===== config.mk =====
export PLATFORM = sky130hd
export DESIGN_NAME = eeprom_i2c_target
export DESIGN_NICKNAME = d
export VERILOG_FILES = /design/src/rtl/eei_pkg.sv /design/src/rtl/eei_line_cond.sv /design/src/rtl/eei_busy_timer.sv /design/src/rtl/eei_mem.sv /design/src/rtl/eei_ctrl.sv /design/src/rtl/eeprom_i2c_target.sv
export SDC_FILE = /design/constraint.sdc
export NUM_CORES = 2
export LEC_CHECK = 0
export ABC_AREA = 0
export CAP_MARGIN = 15
export CELL_PAD_IN_SITES_DETAIL_PLACEMENT = 0
export CELL_PAD_IN_SITES_GLOBAL_PLACEMENT = 1
export CORE_UTILIZATION = 40
export DETAILED_ROUTE_END_ITERATION = 7
export DONT_BUFFER_PORTS = 1
export PLACE_DENSITY_LB_ADDON = 0.15
export REMOVE_ABC_BUFFERS = 1
export SLEW_MARGIN = 40
export SYNTH_ARGS = -nofsm -noshare
export SYNTH_HDL_FRONTEND = slang
export SYNTH_SLANG_ARGS = --single-unit

===== constraint.sdc =====
create_clock -name clk -period 3.3 [get_ports clk]
set_clock_uncertainty 0.05 [all_clocks]
set_input_delay 0.165 -clock clk [delete_from_list [all_inputs] [get_ports clk]]
set_output_delay 0.165 -clock clk [all_outputs]
set_load 0.01 [all_outputs]

===== src/rtl/eei_pkg.sv =====
package eei_pkg;
  localparam int unsigned BYTE_W = 8;
  localparam logic [3:0] TYPE_CODE = 4'b1010;

  typedef enum logic [2:0] {
    ST_IDLE,
    ST_DEV,
    ST_WADDR,
    ST_WDATA,
    ST_ACK,
    ST_RDATA,
    ST_RACK
  } eei_state_e;
endpackage


===== src/rtl/eei_line_cond.sv =====
module eei_line_cond #(
  parameter int unsigned SYNC_STAGES = 2
) (
  input  logic clk,
  input  logic rst_n,
  input  logic scl_i,
  input  logic sda_i,
  output logic sda_s,
  output logic scl_rise,
  output logic scl_fall,
  output logic start_evt,
  output logic stop_evt
);
  logic [SYNC_STAGES-1:0] scl_q, sda_q;
  logic scl_p, sda_p, scl_s;

  generate
    if (SYNC_STAGES == 1) begin : g_single
      always_ff @(posedge clk or negedge rst_n) begin
        if (!rst_n) begin
          scl_q <= '1;
          sda_q <= '1;
        end else begin
          scl_q <= scl_i;
          sda_q <= sda_i;
        end
      end
    end else begin : g_chain
      always_ff @(posedge clk or negedge rst_n) begin
        if (!rst_n) begin
          scl_q <= '1;
          sda_q <= '1;
        end else begin
          scl_q <= {scl_q[SYNC_STAGES-2:0], scl_i};
          sda_q <= {sda_q[SYNC_STAGES-2:0], sda_i};
        end
      end
    end
  endgenerate

  always_ff @(posedge clk or negedge rst_n) begin
    if (!rst_n) begin
      scl_p <= 1'b1;
      sda_p <= 1'b1;
    end else begin
      scl_p <= scl_s;
      sda_p <= sda_s;
    end
  end

  assign scl_s     = scl_q[SYNC_STAGES-1];
  assign sda_s     = sda_q[SYNC_STAGES-1];
  assign scl_rise  = scl_s & ~scl_p;
  assign scl_fall  = ~scl_s & scl_p;
  assign start_evt = scl_s & scl_p & sda_p & ~sda_s;
  assign stop_evt  = scl_s & scl_p & ~sda_p & sda_s;
endmodule


===== src/rtl/eei_busy_timer.sv =====
module eei_busy_timer #(
  parameter int unsigned BUSY_CYCLES = 1000
) (
  input  logic clk,
  input  logic rst_n,
  input  logic arm,
  output logic busy
);
  localparam int unsigned CW = $clog2(BUSY_CYCLES + 1);

  logic [CW-1:0] cnt, cnt_n;

  always_comb begin
    cnt_n = cnt;
    if (arm) cnt_n = CW'(BUSY_CYCLES);
    else if (cnt != '0) cnt_n = cnt - CW'(1);
  end

  always_ff @(posedge clk or negedge rst_n) begin
    if (!rst_n) cnt <= '0;
    else cnt <= cnt_n;
  end

  assign busy = (cnt != '0);

  // arming the timer opens the busy window on the next cycle
  p_arm_opens_busy_r11: assert property (@(posedge clk) disable iff (!rst_n)
    arm |=> busy);
endmodule


===== src/rtl/eei_mem.sv =====
module eei_mem #(
  parameter int unsigned AW = 8,
  parameter int unsigned DW = 8
) (
  input  logic          clk,
  input  logic          we,
  input  logic [AW-1:0] waddr,
  input  logic [DW-1:0] wdata,
  input  logic [AW-1:0] raddr,
  output logic [DW-1:0] rdata
);
  localparam int unsigned DEPTH = 1 << AW;

  logic [DW-1:0] cells [DEPTH];

  always_ff @(posedge clk) begin
    if (we) cells[waddr] <= wdata;
  end

  assign rdata = cells[raddr];
endmodule


===== src/rtl/eei_ctrl.sv =====
module eei_ctrl
  import eei_pkg::*;
#(
  parameter int unsigned PIN_CMP = 3,
  parameter int unsigned AW      = 8
) (
  input  logic              clk,
  input  logic              rst_n,
  input  logic              sda_s,
  input  logic              scl_rise,
  input  logic              scl_fall,
  input  logic              start_evt,
  input  logic              stop_evt,
  input  logic [2:0]        dev_pins,
  input  logic              wp,
  input  logic              busy,
  output logic              busy_arm,
  output logic              mem_we,
  output logic [AW-1:0]     mem_waddr,
  output logic [BYTE_W-1:0] mem_wdata,
  output logic [AW-1:0]     mem_raddr,
  input  logic [BYTE_W-1:0] mem_rdata,
  output logic              sda_oe
);
  localparam int unsigned BLK_BITS = 3 - PIN_CMP;
  localparam logic [2:0]  PIN_MASK = 3'(3'b111 << BLK_BITS);
  localparam logic [AW-1:0] PTR_ONE = AW'(1);

  eei_state_e state, state_n, ret, ret_n;
  logic [3:0]        bcnt, bcnt_n;
  logic [BYTE_W-1:0] sr, sr_n;
  logic [AW-1:0]     ptr, ptr_n;
  logic [2:0]        blk, blk_n;
  logic              mack, mack_n;
  logic              oe, oe_n;
  logic              pend, pend_n;
  logic              dev_hit;
  logic              upd;

  assign dev_hit = (sr[7:4] == TYPE_CODE) &&
                   (((sr[3:1] ^ dev_pins) & PIN_MASK) == 3'b000) && !busy;
  assign upd = scl_rise | scl_fall | start_evt | stop_evt;

  always_comb begin
    state_n  = state;
    ret_n    = ret;
    bcnt_n   = bcnt;
    sr_n     = sr;
    ptr_n    = ptr;
    blk_n    = blk;
    mack_n   = mack;
    oe_n     = oe;
    pend_n   = pend;
    mem_we   = 1'b0;
    busy_arm = 1'b0;
    if (stop_evt) begin
      state_n  = ST_IDLE;
      oe_n     = 1'b0;
      busy_arm = pend;
      pend_n   = 1'b0;
    end else if (start_evt) begin
      state_n = ST_DEV;
      bcnt_n  = 4'd0;
      oe_n    = 1'b0;
    end else begin
      case (state)
        ST_DEV, ST_WADDR, ST_WDATA: begin
          if (scl_rise && bcnt < 4'd8) begin
            sr_n   = {sr[6:0], sda_s};
            bcnt_n = bcnt + 4'd1;
          end else if (scl_fall && bcnt == 4'd8) begin
            if (state == ST_DEV) begin
              if (dev_hit) begin
                oe_n    = 1'b1;
                state_n = ST_ACK;
                ret_n   = sr[0] ? ST_RDATA : ST_WADDR;
                blk_n   = sr[3:1];
              end else begin
                state_n = ST_IDLE;
              end
            end else if (state == ST_WADDR) begin
              oe_n    = 1'b1;
              state_n = ST_ACK;
              ret_n   = ST_WDATA;
              ptr_n   = AW'({blk, sr});
            end else begin
              oe_n    = 1'b1;
              state_n = ST_ACK;
              ret_n   = ST_WDATA;
              ptr_n   = ptr + PTR_ONE;
              if (!wp) begin
                mem_we = 1'b1;
                pend_n = 1'b1;
              end
            end
          end
        end
        ST_ACK: begin
          if (scl_fall) begin
            bcnt_n  = 4'd0;
            state_n = ret;
            if (ret == ST_RDATA) begin
              sr_n = mem_rdata;
              oe_n = ~mem_rdata[7];
            end else begin
              oe_n = 1'b0;
            end
          end
        end
        ST_RDATA: begin
          if (scl_fall) begin
            if (bcnt == 4'd7) begin
              oe_n    = 1'b0;
              state_n = ST_RACK;
              ptr_n   = ptr + PTR_ONE;
            end else begin
              sr_n   = {sr[6:0], 1'b0};
              oe_n   = ~sr[6];
              bcnt_n = bcnt + 4'd1;
            end
          end
        end
        ST_RACK: begin
          if (scl_rise) begin
            mack_n = ~sda_s;
          end else if (scl_fall) begin
            if (mack) begin
              state_n = ST_RDATA;
              bcnt_n  = 4'd0;
              sr_n    = mem_rdata;
              oe_n    = ~mem_rdata[7];
            end else begin
              state_n = ST_IDLE;
            end
          end
        end
        default: state_n = ST_IDLE;
      endcase
    end
  end

  always_ff @(posedge clk or negedge rst_n) begin
    if (!rst_n) begin
      state <= ST_IDLE;
      ret   <= ST_IDLE;
      bcnt  <= 4'd0;
      sr    <= '0;
      ptr   <= '0;
      blk   <= 3'b000;
      mack  <= 1'b0;
      oe    <= 1'b0;
      pend  <= 1'b0;
    end else if (upd) begin
      state <= state_n;
      ret   <= ret_n;
      bcnt  <= bcnt_n;
      sr    <= sr_n;
      ptr   <= ptr_n;
      blk   <= blk_n;
      mack  <= mack_n;
      oe    <= oe_n;
      pend  <= pend_n;
    end
  end

  assign mem_waddr = ptr;
  assign mem_wdata = sr;
  assign mem_raddr = ptr;
  assign sda_oe    = oe;

  // nothing is driven on the bus while idle
  p_idle_quiet_r1: assert property (@(posedge clk) disable iff (!rst_n)
    (state == ST_IDLE) |-> !oe);

  // a STOP releases the line and returns to idle
  p_stop_release_r2: assert property (@(posedge clk) disable iff (!rst_n)
    stop_evt |=> (!oe && state == ST_IDLE));

  // a wrong type code is never acknowledged
  p_type_reject_r3: assert property (@(posedge clk) disable iff (!rst_n)
    (state == ST_DEV && scl_fall && bcnt == 4'd8 && sr[7:4] != TYPE_CODE) |=> !oe);

  // the acknowledge slot always pulls the line low
  p_ack_low_r5: assert property (@(posedge clk) disable iff (!rst_n)
    (state == ST_ACK) |-> oe);

  // an address arriving during the busy window is dropped
  p_busy_reject_r11: assert property (@(posedge clk) disable iff (!rst_n)
    (busy && state == ST_DEV && scl_fall && bcnt == 4'd8) |=> (!oe && state == ST_IDLE));
endmodule


===== src/rtl/eeprom_i2c_target.sv =====
module eeprom_i2c_target
  import eei_pkg::*;
#(
  parameter int unsigned PIN_CMP     = 3,
  parameter int unsigned BUSY_CYCLES = 1000,
  parameter int unsigned SYNC_STAGES = 2
) (
  input  logic       clk,
  input  logic       rst_n,
  input  logic       scl_i,
  input  logic       sda_i,
  input  logic [2:0] dev_pins_i,
  input  logic       wp_i,
  output logic       sda_oe_o
);
  localparam int unsigned BLK_BITS = 3 - PIN_CMP;
  localparam int unsigned AW       = BYTE_W + BLK_BITS;

  logic [1:0] rst_q;
  logic       rst_n_s;

  always_ff @(posedge clk or negedge rst_n) begin
    if (!rst_n) rst_q <= 2'b00;
    else rst_q <= {rst_q[0], 1'b1};
  end
  assign rst_n_s = rst_q[1];

  logic sda_s, scl_rise, scl_fall, start_evt, stop_evt;
  logic busy, busy_arm, mem_we;
  logic [AW-1:0] mem_waddr, mem_raddr;
  logic [BYTE_W-1:0] mem_wdata, mem_rdata;

  eei_line_cond #(.SYNC_STAGES(SYNC_STAGES)) u_line (
    .clk(clk), .rst_n(rst_n_s), .scl_i(scl_i), .sda_i(sda_i),
    .sda_s(sda_s), .scl_rise(scl_rise), .scl_fall(scl_fall),
    .start_evt(start_evt), .stop_evt(stop_evt)
  );

  eei_busy_timer #(.BUSY_CYCLES(BUSY_CYCLES)) u_busy (
    .clk(clk), .rst_n(rst_n_s), .arm(busy_arm), .busy(busy)
  );

  eei_mem #(.AW(AW), .DW(BYTE_W)) u_mem (
    .clk(clk), .we(mem_we), .waddr(mem_waddr), .wdata(mem_wdata),
    .raddr(mem_raddr), .rdata(mem_rdata)
  );

  eei_ctrl #(.PIN_CMP(PIN_CMP), .AW(AW)) u_ctrl (
    .clk(clk), .rst_n(rst_n_s), .sda_s(sda_s), .scl_rise(scl_rise),
    .scl_fall(scl_fall), .start_evt(start_evt), .stop_evt(stop_evt),
    .dev_pins(dev_pins_i), .wp(wp_i), .busy(busy), .busy_arm(busy_arm),
    .mem_we(mem_we), .mem_waddr(mem_waddr), .mem_wdata(mem_wdata),
    .mem_raddr(mem_raddr), .mem_rdata(mem_rdata), .sda_oe(sda_oe_o)
  );

  // the array write strobe never fires while write protect is high
  p_wp_no_store_r7: assert property (@(posedge clk) disable iff (!rst_n_s)
    mem_we |-> !wp_i);
endmodule


==> results.txt <==
Commonest non-fill, non-tap cells in the layout: edfxtp_1, buf_4, mux4_2
Yosys warning count: 0
Final hold violation count: 0
Commonest non-fill, non-tap cell in the layout: edfxtp_1
Fraction of layout cells with a size suffix above 1: 0.366
Setup WS post-layout: -15.8 ps
WL final: 226000 um
Row Count: 165
RSZ-0062 raised after global routing: true
Status: finished, violations left
Largest cells by area after synthesis: edfxtp_1, mux4_2, nor2_1
Yosys reg bits: 2095
Max frequency: 302 MHz
Global-route usage over all layers: 0.220
CTS Buf Count: 215
Syn Area/Cell: 21.3 sq um
Initial antenna violation count: 6
Post-synth top area cell: edfxtp_1
EDFF count, synth: 2048
Port bufs: 0
Critical path data arrival time: 4020 ps
Max VDD drop: 630 uV
Min-Delay Path Depth: 3
Clock Sinks: 2095
Crit path kind: flop to flop
Ys async rst share: 0.0224
Final Instance Count excl. Fillers: 7427
Total global routing overflow: 0
Vias in the first global route: 42200
Die height: 453 um
Max Slew Vio Count: 0
Max_cap viols: 0
Die area: 0.206 sq mm
Slew of the pin with the lowest slew margin: 833 ps
Residual DRC: 0
DP Cell Count: 6991
H-tree depth: 4
Routed Antenna Nets: 0
RePlAce Congestion: 0.829
Most used flip-flop cell after synthesis: edfxtp_1
Syn Inst Count: 3833
Nets: 4603
Mapped Area: 0.0815 sq mm
Largest net degree at the start of global routing: 122
Root Buffer: clkbuf_16
Die width: 453 um
Global-route wire length before repair: 320000 um
Util after Layout: 0.487
Reg2Reg Setup Slack: -20 ps
Worst slew margin: 0.442
Synth cell types: 65
Initial Util: 0.403
Failing checks: negative setup slack
CP endpoint kind: flop
CP Max Fanout: 6
DPL Wire Length: 146000 um
Tcrit/Tclk final: 1.00
FF-to-FF path depth: 12
Core Area: 0.202 sq mm
DR vias/cell: 5.58
Clock buffer depth: 3
Required time worst endpoint: 4000 ps
Crit path launch type: flop
IO Count: 9
Post-synthesis sequential area ratio: 0.769
Setup violations, final: 1
Synth top area share: 0.755
Reg clk slew, reported paths: 60 ps
Min-delay worst type: primary input to flop
Drt first pass iters: 6
Total Neg Setup Slack: -15.8 ps
Vias: 41500
Initial drt markers: 3866
Synth-to-Final Area Change: 20.9%
Tmin final: 3320 ps
Cell Pwr Density: 580 mW/mm^2
WL/cell: 30.4 um
CTS tree: yes
LEAKAGE: 0.0327 uW
Skew-Pair Late Insertion Delay: 870 ps
-- cells in the mapped netlist (all sizes together) (6+ instances only) --
library cell and n:
buf 122, inv 15, a31oi 8, nor2 311
clkbuf 105, mux2i 30, edfxtp 2048, nor2b 22
dfrtp 41, a2111oi 8, nor3 26, dfstp 6
a21oi 68, mux4 527, nor4 17, o22ai 40
a221oi 36, a22o 38, mux2 30, nand2b 13
ha 11, a211oi 13, o21ai 41, nand3 14
nand2 83, xnor2 7, a22oi 92
-- timing repair --
item,in CTS,in global routing
endpoints found under the setup margin,14,440
gates resized for setup,67,108
pin swaps,13,27
hold buffers,10,0
endpoints found under the hold margin,22,0
buffers inserted,14,19
cloned,4,4
-- per-stage QoR --
step / setup WS [ps] / power (uW) / hold slack [ps] / area (sq um)
final: -15.8 / 57200 / 127 / 98500
after global routing: -24.7 / 58900 / 115 / 98500
after CTS: -22.6 / 57800 / 46.7 / 97700
after detailed placement: -551 / 34700 / -181 / 90300
after global placement: -914 / 34500 / -181 / 90100
after floorplan: -18710 / 33400 / -181 / 80300
-- logic make-up (layout without fill, tap and decap cells) --
kind of cell / after synthesis / after routing / synth area share
AOI/OAI and AO/OA: 372 / 372 / 0.0317
other: 1 / 4 / 0.0000460
adders and majority gates: 11 / 11 / 0.00169
DFF: 2095 / 2095 / 0.769
xor gates and xnor gates: 8 / 8 / 0.000860
muxes: 587 / 587 / 0.153
buffers and inverters: 242 / 1161 / 0.0156
and+or+nand+nor: 517 / 517 / 0.0274
-- cell type report --
class                           count  area (sq um)
Antenna cell                        3          7.51
Clock buffer                      270          5640
Clock inverter                    115          1020
Fill cell                       16600        104000
Timing Repair Buffer              761          7450
Tap cell                         2672          3340
Sequential cell                  2095         62700
Inverter                           15          56.3
Multi-Input combinational cell   1496         18300
-- flip-flops by register name (all words and copies together) (netlist names), 2 cells and up --
| register | count |
|---|---|
| u_ctrl.bcnt | 4 |
| u_ctrl.mem_wdata | 8 |
| u_ctrl.mem_raddr | 8 |
| u_line.sda_q | 2 |
| rst_q | 2 |
| u_line.scl_q | 2 |
| u_ctrl.ret | 3 |
| u_busy.cnt | 10 |
| u_mem.cells | 2048 |
| u_ctrl.state | 3 |
-- worst max-delay path: stages, from the launching register on --
cell and delay [ps]:
dfrtp_4 500, buf_12 180, buf_16 160, buf_12 120, mux4_2 530, a22oi_2 250, a21oi_2 150, nor4_4 520
buf_4 200, o22ai_2 90, a211oi_4 240, o21a_1 150, a21oi_1 40
-- final timing paths --
| kind | startpoint | endpoint |
|---|---|---|
| setup / recovery | u_ctrl.mem_raddr[0] | u_ctrl.mem_wdata[7] |
| hold / removal | wp_i | u_ctrl.pend |
| hold reg to reg | rst_q[1] | u_ctrl.state[2] |
| setup reg to reg | u_ctrl.mem_raddr[0] | u_ctrl.mem_wdata[7] |
| max in group asynchronous | rst_q[1] | u_ctrl.mem_wdata[2] |
| min in group asynchronous | rst_q[1] | u_ctrl.state[2] |
-- layer usage --
metal,GRT usage,vias up,routed length [um]
met5,0,-,13
li1,-,17600,-
met4,0.0611,2,6250
met2,0.350,1318,108000
met3,0.0386,296,14500
met1,0.314,22200,96900
-- where the power goes --
part | internal [uW] | total, uW | switching [uW]
sequential | 31100 | 31400 | 225
combinational | 438 | 2740 | 2310
clock | 12900 | 23100 | 10200
total | 44500 | 57200 | 12700
Note: power is estimated with default switching activity, not from simulation.
